## src/rtl/rob_pkg.sv

```systemverilog
package rob_pkg;
  localparam int unsigned ROB_DEPTH  = 8;
  localparam int unsigned ARCH_REG_W = 4;
  localparam int unsigned WORD_W     = 32;

  // What the oldest slot does this cycle
  typedef enum logic [1:0] {
    HEAD_IDLE   = 2'd0,
    HEAD_RETIRE = 2'd1,
    HEAD_ABORT  = 2'd2
  } head_act_e;
endpackage

```

## src/rtl/rob_qctrl.sv

```systemverilog
// Head/tail/occupancy bookkeeping of the circular queue.
module rob_qctrl #(
  parameter int unsigned DEPTH = 8,
  localparam int unsigned TAG_W = $clog2(DEPTH),
  localparam int unsigned CNT_W = TAG_W + 1
) (
  input  logic             clk,
  input  logic             rst_n,
  input  logic             push_i,
  input  logic             pop_i,
  input  logic             flush_i,
  output logic [TAG_W-1:0] head_o,
  output logic [TAG_W-1:0] tail_o,
  output logic [CNT_W-1:0] count_o
);
  logic [TAG_W-1:0] head_q, head_d, tail_q, tail_d;
  logic [CNT_W-1:0] count_q, count_d;

  always_comb begin
    head_d  = head_q;
    tail_d  = tail_q;
    count_d = count_q;
    if (flush_i) begin
      tail_d  = head_q;
      count_d = '0;
    end else begin
      if (push_i) tail_d = tail_q + 1'b1;
      if (pop_i)  head_d = head_q + 1'b1;
      case ({push_i, pop_i})
        2'b10:   count_d = count_q + 1'b1;
        2'b01:   count_d = count_q - 1'b1;
        default: count_d = count_q;
      endcase
    end
  end

  always_ff @(posedge clk or negedge rst_n) begin
    if (!rst_n) begin
      head_q  <= '0;
      tail_q  <= '0;
      count_q <= '0;
    end else begin
      head_q  <= head_d;
      tail_q  <= tail_d;
      count_q <= count_d;
    end
  end

  assign head_o  = head_q;
  assign tail_o  = tail_q;
  assign count_o = count_q;
endmodule

```

## src/rtl/rob_slot.sv

```systemverilog
// One queue slot: occupancy, completion, fault flag, destination and value.
module rob_slot #(
  parameter int unsigned REG_W  = 4,
  parameter int unsigned DATA_W = 32
) (
  input  logic              clk,
  input  logic              rst_n,
  input  logic              alloc_i,
  input  logic [REG_W-1:0]  dest_i,
  input  logic              wr_i,
  input  logic [DATA_W-1:0] wr_data_i,
  input  logic              wr_abt_i,
  input  logic              retire_i,
  input  logic              clear_i,
  output logic              vld_o,
  output logic              done_o,
  output logic              abt_o,
  output logic [REG_W-1:0]  dest_o,
  output logic [DATA_W-1:0] val_o
);
  logic              vld_q, vld_d, done_q, done_d, abt_q, abt_d;
  logic [REG_W-1:0]  dest_q, dest_d;
  logic [DATA_W-1:0] val_q, val_d;
  logic              wr_en;

  // a result lands only in an occupied slot that is still pending
  assign wr_en = wr_i && vld_q && !done_q;

  always_comb begin
    vld_d  = vld_q;
    done_d = done_q;
    abt_d  = abt_q;
    dest_d = dest_q;
    val_d  = val_q;
    if (clear_i) begin
      vld_d  = 1'b0;
      done_d = 1'b0;
      abt_d  = 1'b0;
    end else if (alloc_i) begin
      vld_d  = 1'b1;
      done_d = 1'b0;
      abt_d  = 1'b0;
      dest_d = dest_i;
    end else if (retire_i) begin
      vld_d  = 1'b0;
      done_d = 1'b0;
    end else if (wr_en) begin
      done_d = 1'b1;
      abt_d  = wr_abt_i;
      val_d  = wr_data_i;
    end
  end

  always_ff @(posedge clk or negedge rst_n) begin
    if (!rst_n) begin
      vld_q  <= 1'b0;
      done_q <= 1'b0;
      abt_q  <= 1'b0;
      dest_q <= '0;
      val_q  <= '0;
    end else begin
      vld_q  <= vld_d;
      done_q <= done_d;
      abt_q  <= abt_d;
      dest_q <= dest_d;
      val_q  <= val_d;
    end
  end

  assign vld_o  = vld_q;
  assign done_o = done_q;
  assign abt_o  = abt_q;
  assign dest_o = dest_q;
  assign val_o  = val_q;
endmodule

```

## src/rtl/rob_fwd.sv

```systemverilog
// Age-ordered search for the youngest in-flight slot writing a register.
module rob_fwd #(
  parameter int unsigned DEPTH  = 8,
  parameter int unsigned REG_W  = 4,
  parameter int unsigned DATA_W = 32,
  localparam int unsigned TAG_W = $clog2(DEPTH)
) (
  input  logic [DEPTH-1:0]             vld_i,
  input  logic [DEPTH-1:0]             done_i,
  input  logic [DEPTH-1:0]             abt_i,
  input  logic [DEPTH-1:0][REG_W-1:0]  dest_i,
  input  logic [DEPTH-1:0][DATA_W-1:0] val_i,
  input  logic [TAG_W-1:0]             head_i,
  input  logic [REG_W-1:0]             reg_i,
  output logic                         hit_o,
  output logic                         ready_o,
  output logic [DATA_W-1:0]            data_o
);
  always_comb begin
    logic [TAG_W-1:0] idx;
    hit_o   = 1'b0;
    ready_o = 1'b0;
    data_o  = '0;
    // walk from oldest to youngest; a later match overrides an earlier one
    for (int i = 0; i < DEPTH; i++) begin
      idx = head_i + TAG_W'(i);
      if (vld_i[idx] && dest_i[idx] == reg_i) begin
        hit_o   = 1'b1;
        ready_o = done_i[idx] && !abt_i[idx];
        data_o  = val_i[idx];
      end
    end
  end
endmodule

```

## src/rtl/rob_core.sv

```systemverilog
// Reorder queue top: dispatch, tagged result writes, forwarding lookup,
// in-order commit and deferred fault discard. DEPTH must be a power of two.
module rob_core
  import rob_pkg::*;
#(
  parameter int unsigned DEPTH  = ROB_DEPTH,
  parameter int unsigned REG_W  = ARCH_REG_W,
  parameter int unsigned DATA_W = WORD_W,
  localparam int unsigned TAG_W = $clog2(DEPTH),
  localparam int unsigned CNT_W = TAG_W + 1
) (
  input  logic              clk,
  input  logic              rst_n,
  input  logic              disp_valid_i,
  input  logic [REG_W-1:0]  disp_dest_i,
  output logic              disp_ready_o,
  output logic [TAG_W-1:0]  disp_tag_o,
  input  logic              wr_valid_i,
  input  logic [TAG_W-1:0]  wr_tag_i,
  input  logic [DATA_W-1:0] wr_data_i,
  input  logic              wr_abort_i,
  input  logic [REG_W-1:0]  lk_reg_i,
  output logic              lk_hit_o,
  output logic              lk_ready_o,
  output logic [DATA_W-1:0] lk_data_o,
  output logic              cm_valid_o,
  output logic [REG_W-1:0]  cm_reg_o,
  output logic [DATA_W-1:0] cm_data_o,
  output logic              abort_o
);
  logic [TAG_W-1:0] head_q, tail_q;
  logic [CNT_W-1:0] count_q;
  logic             push, pop, flush;
  head_act_e        head_act;

  logic [DEPTH-1:0]             s_vld, s_done, s_abt;
  logic [DEPTH-1:0][REG_W-1:0]  s_dest;
  logic [DEPTH-1:0][DATA_W-1:0] s_val;

  rob_qctrl #(.DEPTH(DEPTH)) u_qctrl (
    .clk     (clk),
    .rst_n   (rst_n),
    .push_i  (push),
    .pop_i   (pop),
    .flush_i (flush),
    .head_o  (head_q),
    .tail_o  (tail_q),
    .count_o (count_q)
  );

  generate
    for (genvar g = 0; g < DEPTH; g++) begin : g_slot
      rob_slot #(.REG_W(REG_W), .DATA_W(DATA_W)) u_slot (
        .clk       (clk),
        .rst_n     (rst_n),
        .alloc_i   (push && tail_q == TAG_W'(g)),
        .dest_i    (disp_dest_i),
        .wr_i      (wr_valid_i && !flush && wr_tag_i == TAG_W'(g)),
        .wr_data_i (wr_data_i),
        .wr_abt_i  (wr_abort_i),
        .retire_i  (pop && head_q == TAG_W'(g)),
        .clear_i   (flush),
        .vld_o     (s_vld[g]),
        .done_o    (s_done[g]),
        .abt_o     (s_abt[g]),
        .dest_o    (s_dest[g]),
        .val_o     (s_val[g])
      );
    end
  endgenerate

  // decision for the oldest slot
  always_comb begin
    head_act = HEAD_IDLE;
    if (s_vld[head_q] && s_done[head_q])
      head_act = s_abt[head_q] ? HEAD_ABORT : HEAD_RETIRE;
  end

  assign pop   = (head_act == HEAD_RETIRE);
  assign flush = (head_act == HEAD_ABORT);

  assign disp_ready_o = (count_q != CNT_W'(DEPTH)) && !flush;
  assign disp_tag_o   = tail_q;
  assign push         = disp_valid_i && disp_ready_o;

  assign cm_valid_o = pop;
  assign cm_reg_o   = s_dest[head_q];
  assign cm_data_o  = s_val[head_q];
  assign abort_o    = flush;

  rob_fwd #(.DEPTH(DEPTH), .REG_W(REG_W), .DATA_W(DATA_W)) u_fwd (
    .vld_i   (s_vld),
    .done_i  (s_done),
    .abt_i   (s_abt),
    .dest_i  (s_dest),
    .val_i   (s_val),
    .head_i  (head_q),
    .reg_i   (lk_reg_i),
    .hit_o   (lk_hit_o),
    .ready_o (lk_ready_o),
    .data_o  (lk_data_o)
  );
endmodule

```

## config.mk

```make
export PLATFORM = sky130hd
export DESIGN_NAME = rob_core
export DESIGN_NICKNAME = d
export VERILOG_FILES = /design/src/rtl/rob_pkg.sv /design/src/rtl/rob_qctrl.sv /design/src/rtl/rob_slot.sv /design/src/rtl/rob_fwd.sv /design/src/rtl/rob_core.sv
export SDC_FILE = /design/constraint.sdc
export NUM_CORES = 1
export LEC_CHECK = 0
export ABC_AREA = 1
export BUFFER_PORTS_ARGS = -buffer_cell sky130_fd_sc_hd__buf_4
export CAP_MARGIN = 20
export CELL_PAD_IN_SITES_DETAIL_PLACEMENT = 0
export CELL_PAD_IN_SITES_GLOBAL_PLACEMENT = 1
export CORE_ASPECT_RATIO = 1.4
export CORE_MARGIN = 1
export CORE_UTILIZATION = 48
export CTS_CLUSTER_SIZE = 40
export DETAILED_ROUTE_END_ITERATION = 7
export PLACE_DENSITY_LB_ADDON = 0.1
export RECOVER_POWER = 100
export SYNTH_ARGS = -nofsm -noshare
export SYNTH_HDL_FRONTEND = slang
export SYNTH_SLANG_ARGS = --single-unit
```

## constraint.sdc

```tcl
create_clock -name clk -period 10 [get_ports clk]
set_input_delay 1 -clock clk [delete_from_list [all_inputs] [get_ports clk]]
set_output_delay 1 -clock clk [all_outputs]
set_load 0.005 [all_outputs]
```

==> metrics list, run 1 <==
- The worst hold path belongs to the class register to register.
- Biggest area contributors in the synthesized netlist: sky130_fd_sc_hd__dfrtp_1, sky130_fd_sc_hd__nand2_1, sky130_fd_sc_hd__o21ai_0
* Number of cells traversed by the worst register-to-register path: 12
- Area fraction of the dominant cell type after synthesis: 31.0%
* MaxCap Viol Count: 5
* DIE WIDTH: about 200 µm
* Final-layout fill cell count: 5806
- Final clock skew: ~0.026 ns
* Yosys top cell by area: sky130_fd_sc_hd__dfrtp_1
- Number of synthesis warnings: 0
* CTS tree: built
- Number of DRC markers after the initial detailed-route iteration: 1863
- CTS buffer count: 38
- Total number of H-tree levels: 2
- The die covers 55100 µm².
- DP Cell Count: 4945
* Top library cells by usage in the layout, fill and taps aside: sky130_fd_sc_hd__nand2_1, sky130_fd_sc_hd__o21ai_0, sky130_fd_sc_hd__nor2_1, sky130_fd_sc_hd__dfrtp_1, sky130_fd_sc_hd__nand3_1
* Fraction of the mapped netlist area in simple logic gates: about two fifths
* Via-to-Cell Ratio: ~5.5
- Critical-path top delay cell: sky130_fd_sc_hd__a21oi_1
* Category of cells accounting for the largest share of critical-path delay: buffers and inverters
* Initial antenna violation count: 0
- After clock tree synthesis, the flow added hold-fix buffers numbering 0.
- After clock tree synthesis, the clock-pin slew on the worst setup and hold paths is approximately 0.06 ns.
* Chip height: 277 µm
* DRC violations left: 0
* R2R Path Start: u_qctrl.head_o[0]
- Series of cell instances along the critical path: ha_1 -> ha_4 -> inv_2 -> buf_4 -> nand3_1 -> nand3_1 -> nand2_1 -> nand3_4 -> a21oi_1 -> buf_4 -> nand2_1 -> nand2_1 -> nand2_1 -> nand2_1 -> nand2_1 -> nand2_1 -> nand2_1 -> nand2_1 -> clkbuf_4
- The critical path runs through a total of 19 cells.
- Proportion of synthesized chip area in sequential cells: ~31%
- At the pin with the least slew margin, the transition time is 5.38 ns.
* Synth Area in Compound Gates: a little under a fifth
- The most critical setup path has its startpoint at u_qctrl.head_o[0].
* Number of global-route vias before repair: roughly 26000
* RSZ-0062 raised after global routing: no
- Endpoints failing setup: 0
- RR Endpoint: g_slot[2].u_slot.val_o[3]
* Average instance area after synthesis: roughly 5.9 µm²
* Worst slack after detailed placement: roughly 2.8 ns
- Total routed wirelength: approximately 90 mm
- Achievable clock frequency: approximately 120 MHz
* Fraction of the mapped netlist area in adder cells: less than 1%
- Arrival time of data at the critical path endpoint: 7.45 ns
- Share of synthesized registers carrying an async set or reset: 100%
- The final layout contains between 4000 and 5000 nets.
- Counting both buffers and inverters, the worst setup path holds a total of 4.
* Mapped Cells: between 4000 and 5000
* Number of storage elements in the synthesis netlist: around 320
- Of the post-synthesis cell area, the part taken by muxes is 1.39%.
- Max-slew violation total from the final report: 435
- Largest stage delay on the critical path: 1.28 ns
- Among all flip-flop cells after synthesis, the most frequent one is sky130_fd_sc_hd__dfrtp_1.
- STA classifies the critical path startpoint as a register.
* Largest net degree at the start of global routing: 175
- Largest driver fanout on the critical path: 76
- The worst setup path is captured at a primary output.
- Post-route non-filler standard cell count: roughly 5000
- around 120 I/O pins were placed.
* Final HPWL from detailed placement: 52.6 mm
- Remaining antenna violation count after routing: 0
- Synthesized netlist net count: roughly 4500
* Max layer used: met4
* Number of cell rows: 100
* Total number of vias: approximately 27000
- Clock tree synthesis found a total of around 320 sinks.
* Met1 WL: between 30 and 40 mm
- Global-route congestion overflow total: 0
* Total core area: 53300 µm²
* Number of setup buffers added after CTS: 0
- Relative to the synthesized area, the layout overhead comes to 7.93%.
* Cell occurring most often along the worst timing path: sky130_fd_sc_hd__nand2_1
* Number of enable flip-flop cells after synthesis: 0
* Minimum clock period after layout: approximately 8.5 ns
* Clock insertion delay at the later pin of the skew report: 0.58 ns
- For this run, the detailed router's first-pass iteration total came to 6.
- Classification of the worst setup path: register to primary output
- Buffers placed on the I/O ports in this run total between 100 and 150.
* Total negative slack: 0 ns
- Final-layout worst hold slack: a little over 0.5 ns
- In the detailed route, the total length drawn on met2 is between 40 and 50 mm.
* Endpoint of the most critical setup path: lk_data_o[31]
- Hold path cells: 2
- Post-Synth XOR/XNOR Area: less than 1%
- The library cell used most frequently in the layout, excluding fill and tap cells, is sky130_fd_sc_hd__nand2_1.
* Slew Limit Headroom: -259%
* Outcome: finished, violations left
- Overall Global Routing Usage: ~33%
- Dominant combinational cell family by area after synthesis: simple AND/OR/NAND/NOR gates
- Dividing the detail-routed wire length by the instance count gives about 18 µm.
- Met3 routed WL: slightly above 5 mm
- Cell area after synthesis: 26000 µm²
- Data on the critical path is required at its endpoint by about 9.0 ns.
* Cell at the root of the clock tree: sky130_fd_sc_hd__clkbuf_16
- The final count of hold timing violations was 0.
- The final reports fail on max-capacitance violations, max-slew violations.
- Clock Path Buffers: 3
* Gp weighted congestion: between 0.8 and 0.9
- In the final layout, the share of cells above drive strength 1 is ~6.3%.
* Post-cts resize count: 0
- Crit share post-route: approximately 85%
* Wire length of the first global-routing pass: 142 mm
- Number of distinct library cells after synthesis: 41
* Starting density of the core: 48.8%
* Setup slack of the worst register-to-register path: 1.60 ns
* Post-route worst setup slack: 1.55 ns
-- worst min-delay path by stage --
stage | from | end | slack [ns]
5_1_grt | g_slot[7].u_slot.val_o[6] | g_slot[7].u_slot.val_o[6] | 0.53
3_3_place_gp | g_slot[7].u_slot.val_o[9] | g_slot[7].u_slot.val_o[9] | 0.49
6_report | g_slot[4].u_slot.val_o[26] | g_slot[4].u_slot.val_o[26] | 0.51
4_1_cts | rst_n | g_slot[7].u_slot.val_o[8] | 0.48
3_5_place_dp | g_slot[4].u_slot.val_o[26] | g_slot[4].u_slot.val_o[26] | 0.49
2_1_floorplan | g_slot[6].u_slot.dest_o[1] | g_slot[6].u_slot.dest_o[1] | 0.47
-- Yosys cell counts (3+ instances only) --
library cell               count
sky130_fd_sc_hd__buf_1        27
sky130_fd_sc_hd__nor2_1      334
sky130_fd_sc_hd__nand2_1    1845
sky130_fd_sc_hd__o21ai_0     756
sky130_fd_sc_hd__xor2_1        9
sky130_fd_sc_hd__nand2_2       4
sky130_fd_sc_hd__nor3_1        7
sky130_fd_sc_hd__inv_2         8
sky130_fd_sc_hd__inv_1       258
sky130_fd_sc_hd__nand4_1       6
sky130_fd_sc_hd__mux2i_1      36
sky130_fd_sc_hd__dfrtp_1     322
sky130_fd_sc_hd__clkbuf_1    107
sky130_fd_sc_hd__a21oi_1      13
sky130_fd_sc_hd__buf_2       159
sky130_fd_sc_hd__or2_2        34
sky130_fd_sc_hd__buf_6         7
sky130_fd_sc_hd__nand3_1     273
sky130_fd_sc_hd__a211oi_1     37
sky130_fd_sc_hd__a31oi_1      36
sky130_fd_sc_hd__nand3_2       5
sky130_fd_sc_hd__o21ai_1      17
sky130_fd_sc_hd__clkbuf_2      4
sky130_fd_sc_hd__a22o_1        3
sky130_fd_sc_hd__and2_1        3
sky130_fd_sc_hd__buf_4        10
sky130_fd_sc_hd__o211ai_1     41
sky130_fd_sc_hd__ha_1         15
-- worst reg2reg max path: stages, from the launching register on --
cell,delay (ns)
sky130_fd_sc_hd__dfrtp_4,0.83
sky130_fd_sc_hd__clkbuf_1,3.16
sky130_fd_sc_hd__o21ai_0,0.93
sky130_fd_sc_hd__mux2i_1,0.43
sky130_fd_sc_hd__nand2_1,0.07
sky130_fd_sc_hd__o21ai_0,0.15
sky130_fd_sc_hd__nand3_2,0.10
sky130_fd_sc_hd__buf_4,0.23
sky130_fd_sc_hd__nand3_1,0.24
sky130_fd_sc_hd__inv_1,0.18
sky130_fd_sc_hd__nand3_1,0.50
sky130_fd_sc_hd__nand3_4,0.90
sky130_fd_sc_hd__o21ai_0,0.56
-- sequential cells by signal, indices dropped and copies added, names as in the netlist --
signal,flops
u_qctrl.tail_o,3
u_qctrl.head_o,3
g_slot.u_slot.vld_o,8
g_slot.u_slot.done_o,8
g_slot.u_slot.abt_o,8
g_slot.u_slot.val_o,256
g_slot.u_slot.dest_o,32
u_qctrl.count_o,4
-- layer usage --
layer | global-route usage, % | vias up
met5 | 0 | -
met4 | 12.9 | 0
met3 | 3.54 | 194
met2 | 56.7 | 803
met1 | 42.1 | 12600
li1 | - | 13900
-- cell type report --
class	count	area, µm²	area share [%]
repair buffers	153	1180	4.19
diodes	1	2.50	0.00891
well taps	714	893	3.18
inverters	267	1020	3.64
clock buffers	51	1100	3.93
multi-input cells	3491	15600	55.6
flip-flops and latches	322	8060	28.7
clock inverters	16	199	0.709
-- stage by stage --
| step | utilization [%] | cell area [µm²] |
|---|---|---|
| after floorplan | - | 26000 |
| after global placement | 50.3 | 26800 |
| after detailed placement | 50.3 | 26800 |
| after CTS | 52.7 | 28100 |
| after global routing | 52.7 | 28100 |
| final | 52.7 | 28100 |
-- cell families after synthesis --
logic type	after synthesis
XOR/XNOR	11
AO/OA/AOI/OAI	910
flip-flops	322
adder cells (fa/ha/maj)	15
buffers and inverters	581
AND/OR/NAND/NOR	2519
multiplexers	36
Power of run 1 is not shown: default switching activity piles up to over one toggle a cycle in this logic, so the estimate is an artifact.
==> run 2: changes to the inputs <==
- CORE_UTILIZATION: 48 -> 40
- clock period: 10 -> 7.49 ns (I/O delays scaled with it)
==> metrics list, run 2 (same netlist as run 1, synthesis figures left out) <==
* CTS buffer count: 39 (+2.6%)
* Top library cells by usage in the layout, fill and taps aside: sky130_fd_sc_hd__nand2_1, sky130_fd_sc_hd__o21ai_0, sky130_fd_sc_hd__nor2_1, sky130_fd_sc_hd__dfrtp_1, sky130_fd_sc_hd__nand3_1
* Number of input and output port buffers inserted: 123 (unchanged)
* Initial antenna violation count: 0 (unchanged)
- Number of global-route vias before repair: 25900 (+1.3%)
- Via-to-Cell Ratio: 5.37 (-2.1%)
- Number of setup buffers added after CTS: 0 (unchanged)
- The headroom to the max-slew limit was -230% (+29 points).
- The worst setup path is of the register to register kind.
- The transition time at the pin with the least slew margin is 4.94 ns (-0.437 ns).
- The core region area was 64300 µm² (+21%).
- The library cell used most frequently in the layout, excluding fill and tap cells, is sky130_fd_sc_hd__nand2_1.
- Of the available clock period, the critical path in the final layout requires 87.3%.
* Endpoints failing setup: 0 (unchanged)
- The post-placement worst setup slack is 1.90 ns (-0.942 ns).
- The worst register-to-register path begins at u_qctrl.head_o[1].
* Total number of H-tree levels: 2 (unchanged)
- The total global routing track utilization was 29.1% (-3.9 points).
- The total congestion overflow was 0 (unchanged).
- Die outline area: 66100 µm² (+20%)
* Total number of clock tree sinks: 322 (unchanged)
* Number of DRC markers after the initial detailed-route iteration: 2063 (+11%)
- The maximum fanout encountered on the critical timing path is 80 (+5.3%).
- The top-level port count was 124 (unchanged).
- Max-slew violation total from the final report: 475 (+9.2%)
* Gp weighted congestion: 0.846 (-2.6%)
- Number of hold violations in the final report: 0 (unchanged)
* Clock insertion delay at the later pin of the skew report: 0.57 ns (about the same)
- The number of optimization iterations in the first detailed-route pass came to 5 (-1).
- Number of flip-flops in the largest register: 256 (unchanged)
- The arrival time at the worst endpoint came to 6.91 ns (-0.54 ns).
* Violations in the final reports: max-capacitance violations, max-slew violations
* RSZ-0062 raised after global routing: no
* Area added between synthesis and finish: 8.50%
- The die boundary width came to 218 µm (+9.4%).
- The total inserted antenna cells came to 0 (-1).
* Largest net degree at the start of global routing: 203 (+16%)
* Chip height: 304 µm (+9.5%)
- Cell at the root of the clock tree: sky130_fd_sc_hd__clkbuf_16
* Wire length of the first global-routing pass: 150 mm (+5.4%)
- The run finished, with violations left.
- The worst setup path is captured at a register.
- The count of cells resized by post-cts repair came to 0 (unchanged).
- Total routed wirelength: 95.8 mm (+6.9%)
- The total negative slack for setup checks is 0 ns (unchanged).
* Number of cell rows: 110 (+10%)
- STA classifies the critical path startpoint as a register.
- The clock-pin slew reported for the worst setup and hold paths after clock tree synthesis is 0.06 ns (about the same).
- The count of antenna-violating nets left after detailed routing was 0 (unchanged).
* Worst min-delay path endpoint: g_slot[7].u_slot.abt_o
- Setup slack of the worst register-to-register path: 0.95 ns (-0.65 ns)
- In this run the worst hold path is classified as input port to register.
- Data required time of the worst path: 7.86 ns (-1.14 ns)
* Final clock skew: 0.0212 ns (-0.00516 ns)
* Post-route worst setup slack: 0.951 ns (-0.597 ns)
- Number of cells traversed by the worst register-to-register path: 13 (+1)
- The vias after detailed routing came to 27600 (+0.54%).
* Achievable clock frequency: about 150 MHz
- The worst hold path stage count came to 3 (+1).
- Hold Buf Count CTS: 0 (unchanged)
* Layout cell share with drive strength beyond 1: 6.68% (+0.38 points)
* Routed length per placed instance: 18.6 µm (+4.1%)
* CTS tree: built
- The initial core utilization was 40.5% (-8.3 points).
- The count of maximum capacitance violations came to 7 (+2).
* Minimum clock period after layout: 6.54 ns
- The startpoint identified for the worst hold timing path is wr_abort_i.
- The post-layout net count is 4348 (+0.28%).
- The half-perimeter wire length after detailed placement came to 59.2 mm (+12%).
* DRC violations left: 0 (unchanged)
- The number of buffers on the longest clock path is 3 (unchanged).
- RR Endpoint: g_slot[4].u_slot.val_o[18]
==> run 2: cell types whose count changed in the layout (fill, tap and decap cells not counted), moves of 4 or more <==
cell | before | now
sky130_fd_sc_hd__nand3_4 | 7 | 3
sky130_fd_sc_hd__clkbuf_4 | 36 | 41
sky130_fd_sc_hd__clkbuf_1 | 16 | 11
sky130_fd_sc_hd__clkinv_2 | 6 | 11
sky130_fd_sc_hd__clkbuf_2 | 0 | 6
==> run 2: cell type report <==
| class | count | area [µm²] |
|---|---|---|
| Clock buffer | 47 | 1050 |
| Clock inverter | 20 | 196 |
| Fill cell | 7150 | 36000 |
| Inverter | 267 | 1020 |
| Multi-Input combinational cell | 3491 | 15600 |
| Sequential cell | 322 | 8070 |
| Tap cell | 840 | 1050 |
| Timing Repair Buffer | 164 | 1260 |
==> run 2: how the worst max path moves through the flow <==
| stage | startpoint | to | depth (start not counted) |
|---|---|---|---|
| 5_1_grt | u_qctrl.head_o[1] | g_slot[4].u_slot.val_o[14] | 13 |
| 3_5_place_dp | u_qctrl.head_o[0] | lk_data_o[28] | 21 |
| 3_3_place_gp | u_qctrl.head_o[0] | lk_data_o[28] | 18 |
| 4_1_cts | u_qctrl.head_o[0] | lk_data_o[28] | 21 |
| 2_1_floorplan | u_qctrl.head_o[2] | lk_data_o[3] | 26 |
| 6_report | u_qctrl.head_o[1] | g_slot[4].u_slot.val_o[18] | 13 |
==> run 2: worst max-delay path, stage by stage, from the launching register on <==
cell,delay [ns]
sky130_fd_sc_hd__dfrtp_4,0.45
sky130_fd_sc_hd__buf_4,0.72
sky130_fd_sc_hd__buf_4,0.92
sky130_fd_sc_hd__nand2_1,0.17
sky130_fd_sc_hd__nand3_1,0.12
sky130_fd_sc_hd__nand2_1,0.09
sky130_fd_sc_hd__nand3_2,0.08
sky130_fd_sc_hd__clkbuf_1,0.75
sky130_fd_sc_hd__nand3_1,0.41
sky130_fd_sc_hd__inv_1,0.31
sky130_fd_sc_hd__nand3_1,0.48
sky130_fd_sc_hd__nand3_4,0.47
sky130_fd_sc_hd__clkbuf_2,1.05
sky130_fd_sc_hd__o21ai_0,0.20
==> run 2: per-stage QoR <==
stage          hold slack [ns]  utilization (%)  std cells  cell area, µm²
6_report                 0.488             43.9       5151           28200
3_3_place_gp             0.490             42.1       5082           27100
4_1_cts                  0.187             44.0       5149           28300
3_5_place_dp             0.495             42.1       5082           27100
5_1_grt                  0.497             43.9       5151           28200
2_1_floorplan            0.453                -       4394           26000
==> run 2: metal layers <==
metal	share of wire, %	wire, µm	vias up	global-route usage, %
li1	-	-	13900	-
met1	44	41800	12900	37.3
met2	48	45900	709	49.7
met3	4.4	4250	178	2.98
met4	4.0	3830	0	11.8
met5	0	0	-	0
Power of run 2 is left out for the same reason.
==> run 3: changes to the inputs <==
- GPL_TIMING_DRIVEN: default -> 0
==> metrics list, run 3 (same netlist as run 1, synthesis figures left out) <==
* Outcome: finished, violations left
- Violations in the final reports: max-capacitance violations, max-slew violations, negative setup slack
- Top library cells by usage in the layout, fill and taps aside: sky130_fd_sc_hd__nand2_1, sky130_fd_sc_hd__o21ai_0, sky130_fd_sc_hd__nor2_1, sky130_fd_sc_hd__dfrtp_1, sky130_fd_sc_hd__nand3_1
- The worst setup path is launched from a register.
- Worst-path clk slew: 0.06 ns (about the same)
- The vias after detailed routing came to 31700 (+14%).
- The row count was 110 (unchanged).
- The die height is 304 µm (unchanged).
- The initial antenna violation count was 2 (+2).
- Total negative slack: -0.296 ns (-0.296 ns)
- Cell at the root of the clock tree: sky130_fd_sc_hd__clkbuf_16
* Total routed wirelength: 140 mm (+46%)
- The library cell used most frequently in the layout, excluding fill and tap cells, is sky130_fd_sc_hd__nand2_1.
- The fraction of met3 tracks used by global routing is 8.13% (+5.1 points).
- The number of buffers inserted by port buffering was 120 (-2.4%).
- Number of hold violations in the final report: 0 (unchanged)
- The post-layout net count came to 4618 (+6.2%).
* DRC violations left: 0 (unchanged)
- Wire length of the first global-routing pass: 200 mm (+34%)
* Area added between synthesis and finish: 11.8%
- I/O pin count: 124 (unchanged)
* Starting density of the core: 40.5% (unchanged)
- The proportion of layout cells with a drive suffix above 1 is 7.93% (+1.2 points).
- Remaining antenna violation count after routing: 0 (unchanged)
- Crit share post-route: 101% (+14 points)
* Hold path startpoint: wr_abort_i
* Met1 usage in global routing: 48.9% (+12 points)
- Data required time of the worst path: 6.74 ns (-1.12 ns)
- The die footprint was 66100 µm² (unchanged).
* R2R Path Start: u_qctrl.head_o[0]
- Type of element capturing the critical path: primary output
- TritonCTS built the clock tree.
- Final-layout fill cell count: 7250 (+1.4%)
* Largest net degree at the start of global routing: 100 (-51%)
- The area of the multi-input gates is 15400 µm² (-0.89%).
* Hold/Removal Path Class: input port to register
- The count of hold-fix buffers inserted at cts was 0 (unchanged).
- Final clock skew: 0.0230 ns (+0.00175 ns)
- Hold path cells: 3 (unchanged)
* Slew Limit Headroom: -156% (+74 points)
- Via-to-Cell Ratio: 5.84 (+8.8%)
- Overall Global Routing Usage: 42.0% (+13 points)
- Transition time at the pin with the least slew margin: 3.84 ns (-1.11 ns)
* Number of flip-flops in the largest register: 256 (unchanged)
- The placer congestion estimate was 0.998 (+18%).
* Met2 Use GR: 67.5% (+18 points)
- Number of cells traversed by the worst register-to-register path: 16 (+3)
- The die boundary width came to 218 µm (unchanged).
- The arrival time at the worst endpoint was 6.83 ns (-0.08 ns).
- The H-tree depth reported by CTS came to 2 (unchanged).
- In this run the worst setup path begins at u_qctrl.head_o[2].
* Largest driver fanout on the critical path: 19 (-76%)
- Total core area: 64300 µm² (unchanged)
- Achievable clock frequency: 132 MHz (-14%)
* Number of global-route vias before repair: 30100 (+16%)
* Gr busiest metal: met2
- The final max-slew violation count came to 256 (-46%).
* MaxCap Viol Count: 3 (-4)
- The number of buffers created by CTS is 37 (-5.1%).
- Post-route worst setup slack: -0.0849 ns (-1.04 ns)
- Clock insertion delay at the later pin of the skew report: 0.59 ns (+0.02 ns)
- The number of optimization iterations in the first detailed-route pass was 8 (+3).
* Flip-flop and latch area: 8060 µm² (about the same)
- The clock period minus worst slack is 7.57 ns (+1.04 ns).
- The number of clock sinks seen by CTS was 322 (unchanged).
* RSZ-0062 raised after global routing: no
* Routed length per placed instance: 25.9 µm (+39%)
- The worst hold slack after final layout was 0.490 ns (+0.00153 ns).
* Clock Path Buffers: 3 (unchanged)
- The critical path is of the register to primary output type.
- The half-perimeter wire length after detailed placement is 102 mm (+73%).
- The iteration-0 DRC count of the detailed router came to 3664 (+78%).
- The total congestion overflow was 0 (unchanged).
- The final number of setup-violating endpoints was 7 (+7).
==> run 3: changes by cell type in the layout (fill, tap and decap cells not counted), sizes merged <==
cell and delta:
clkinvlp -1, bufinv -1, buf +136, diode +1
clkbuf +139, clkinv -6, inv +2
==> run 3: stage by stage <==
step | cell area [µm²] | util, % | instances | setup slack (ns)
2_1_floorplan | 26000 | - | 4394 | 3.17
3_3_place_gp | 28000 | 43.5 | 5354 | 0.452
3_5_place_dp | 28100 | 43.7 | 5357 | 0.489
4_1_cts | 29300 | 45.5 | 5421 | 0.00558
5_1_grt | 29100 | 45.3 | 5420 | 0.0413
6_report | 29100 | 45.3 | 5421 | -0.0849
==> run 3: per-layer routing <==
metal	vias to the layer above	wire [µm]
li1	14400	-
met1	14900	51200
met2	1796	64100
met3	592	12900
met4	0	12000
met5	-	0
==> run 3: area by class of cell <==
| type | instances | area share [%] |
|---|---|---|
| multi-input cells | 3491 | 53.1 |
| clock inverters | 14 | 0.477 |
| repair buffers | 123 | 3.20 |
| well taps | 840 | 3.61 |
| plain buffers | 313 | 4.81 |
| flip-flops and latches | 322 | 27.7 |
| inverters | 267 | 3.44 |
| diodes | 1 | 0.00860 |
| clock buffers | 50 | 3.67 |
==> run 3: worst paths after layout <==
kind,slack [ns],to
max in group asynchronous,1.81,g_slot[0].u_slot.done_o
max,-0.08,lk_data_o[5]
min,0.49,g_slot[7].u_slot.abt_o
min reg2reg,0.51,g_slot[7].u_slot.val_o[20]
min in group asynchronous,1.48,g_slot[2].u_slot.val_o[11]
max reg2reg,2.14,g_slot[6].u_slot.val_o[28]
==> run 3: timing repair <==
action,CTS,global route
gates resized for setup,3,2
setup buffers,0,0
setup endpoints to repair,13,30
==> run 3: critical path: stages, from the launching register on <==
cell and delay (ns):
sky130_fd_sc_hd__dfrtp_1 0.48, sky130_fd_sc_hd__buf_4 0.25, sky130_fd_sc_hd__inv_2 0.06, sky130_fd_sc_hd__clkbuf_2 0.44
sky130_fd_sc_hd__buf_2 0.62, sky130_fd_sc_hd__clkbuf_2 0.47, sky130_fd_sc_hd__clkbuf_2 0.41, sky130_fd_sc_hd__ha_1 0.34
sky130_fd_sc_hd__buf_2 0.27, sky130_fd_sc_hd__buf_2 0.43, sky130_fd_sc_hd__clkbuf_1 0.89, sky130_fd_sc_hd__clkbuf_1 0.63
sky130_fd_sc_hd__or2_2 0.23, sky130_fd_sc_hd__o211ai_1 0.09, sky130_fd_sc_hd__nand2_1 0.11, sky130_fd_sc_hd__nand2_1 0.05
sky130_fd_sc_hd__nand2_1 0.09, sky130_fd_sc_hd__nand2_1 0.15, sky130_fd_sc_hd__clkbuf_4 0.19
Power of run 3 is left out for the same reason.
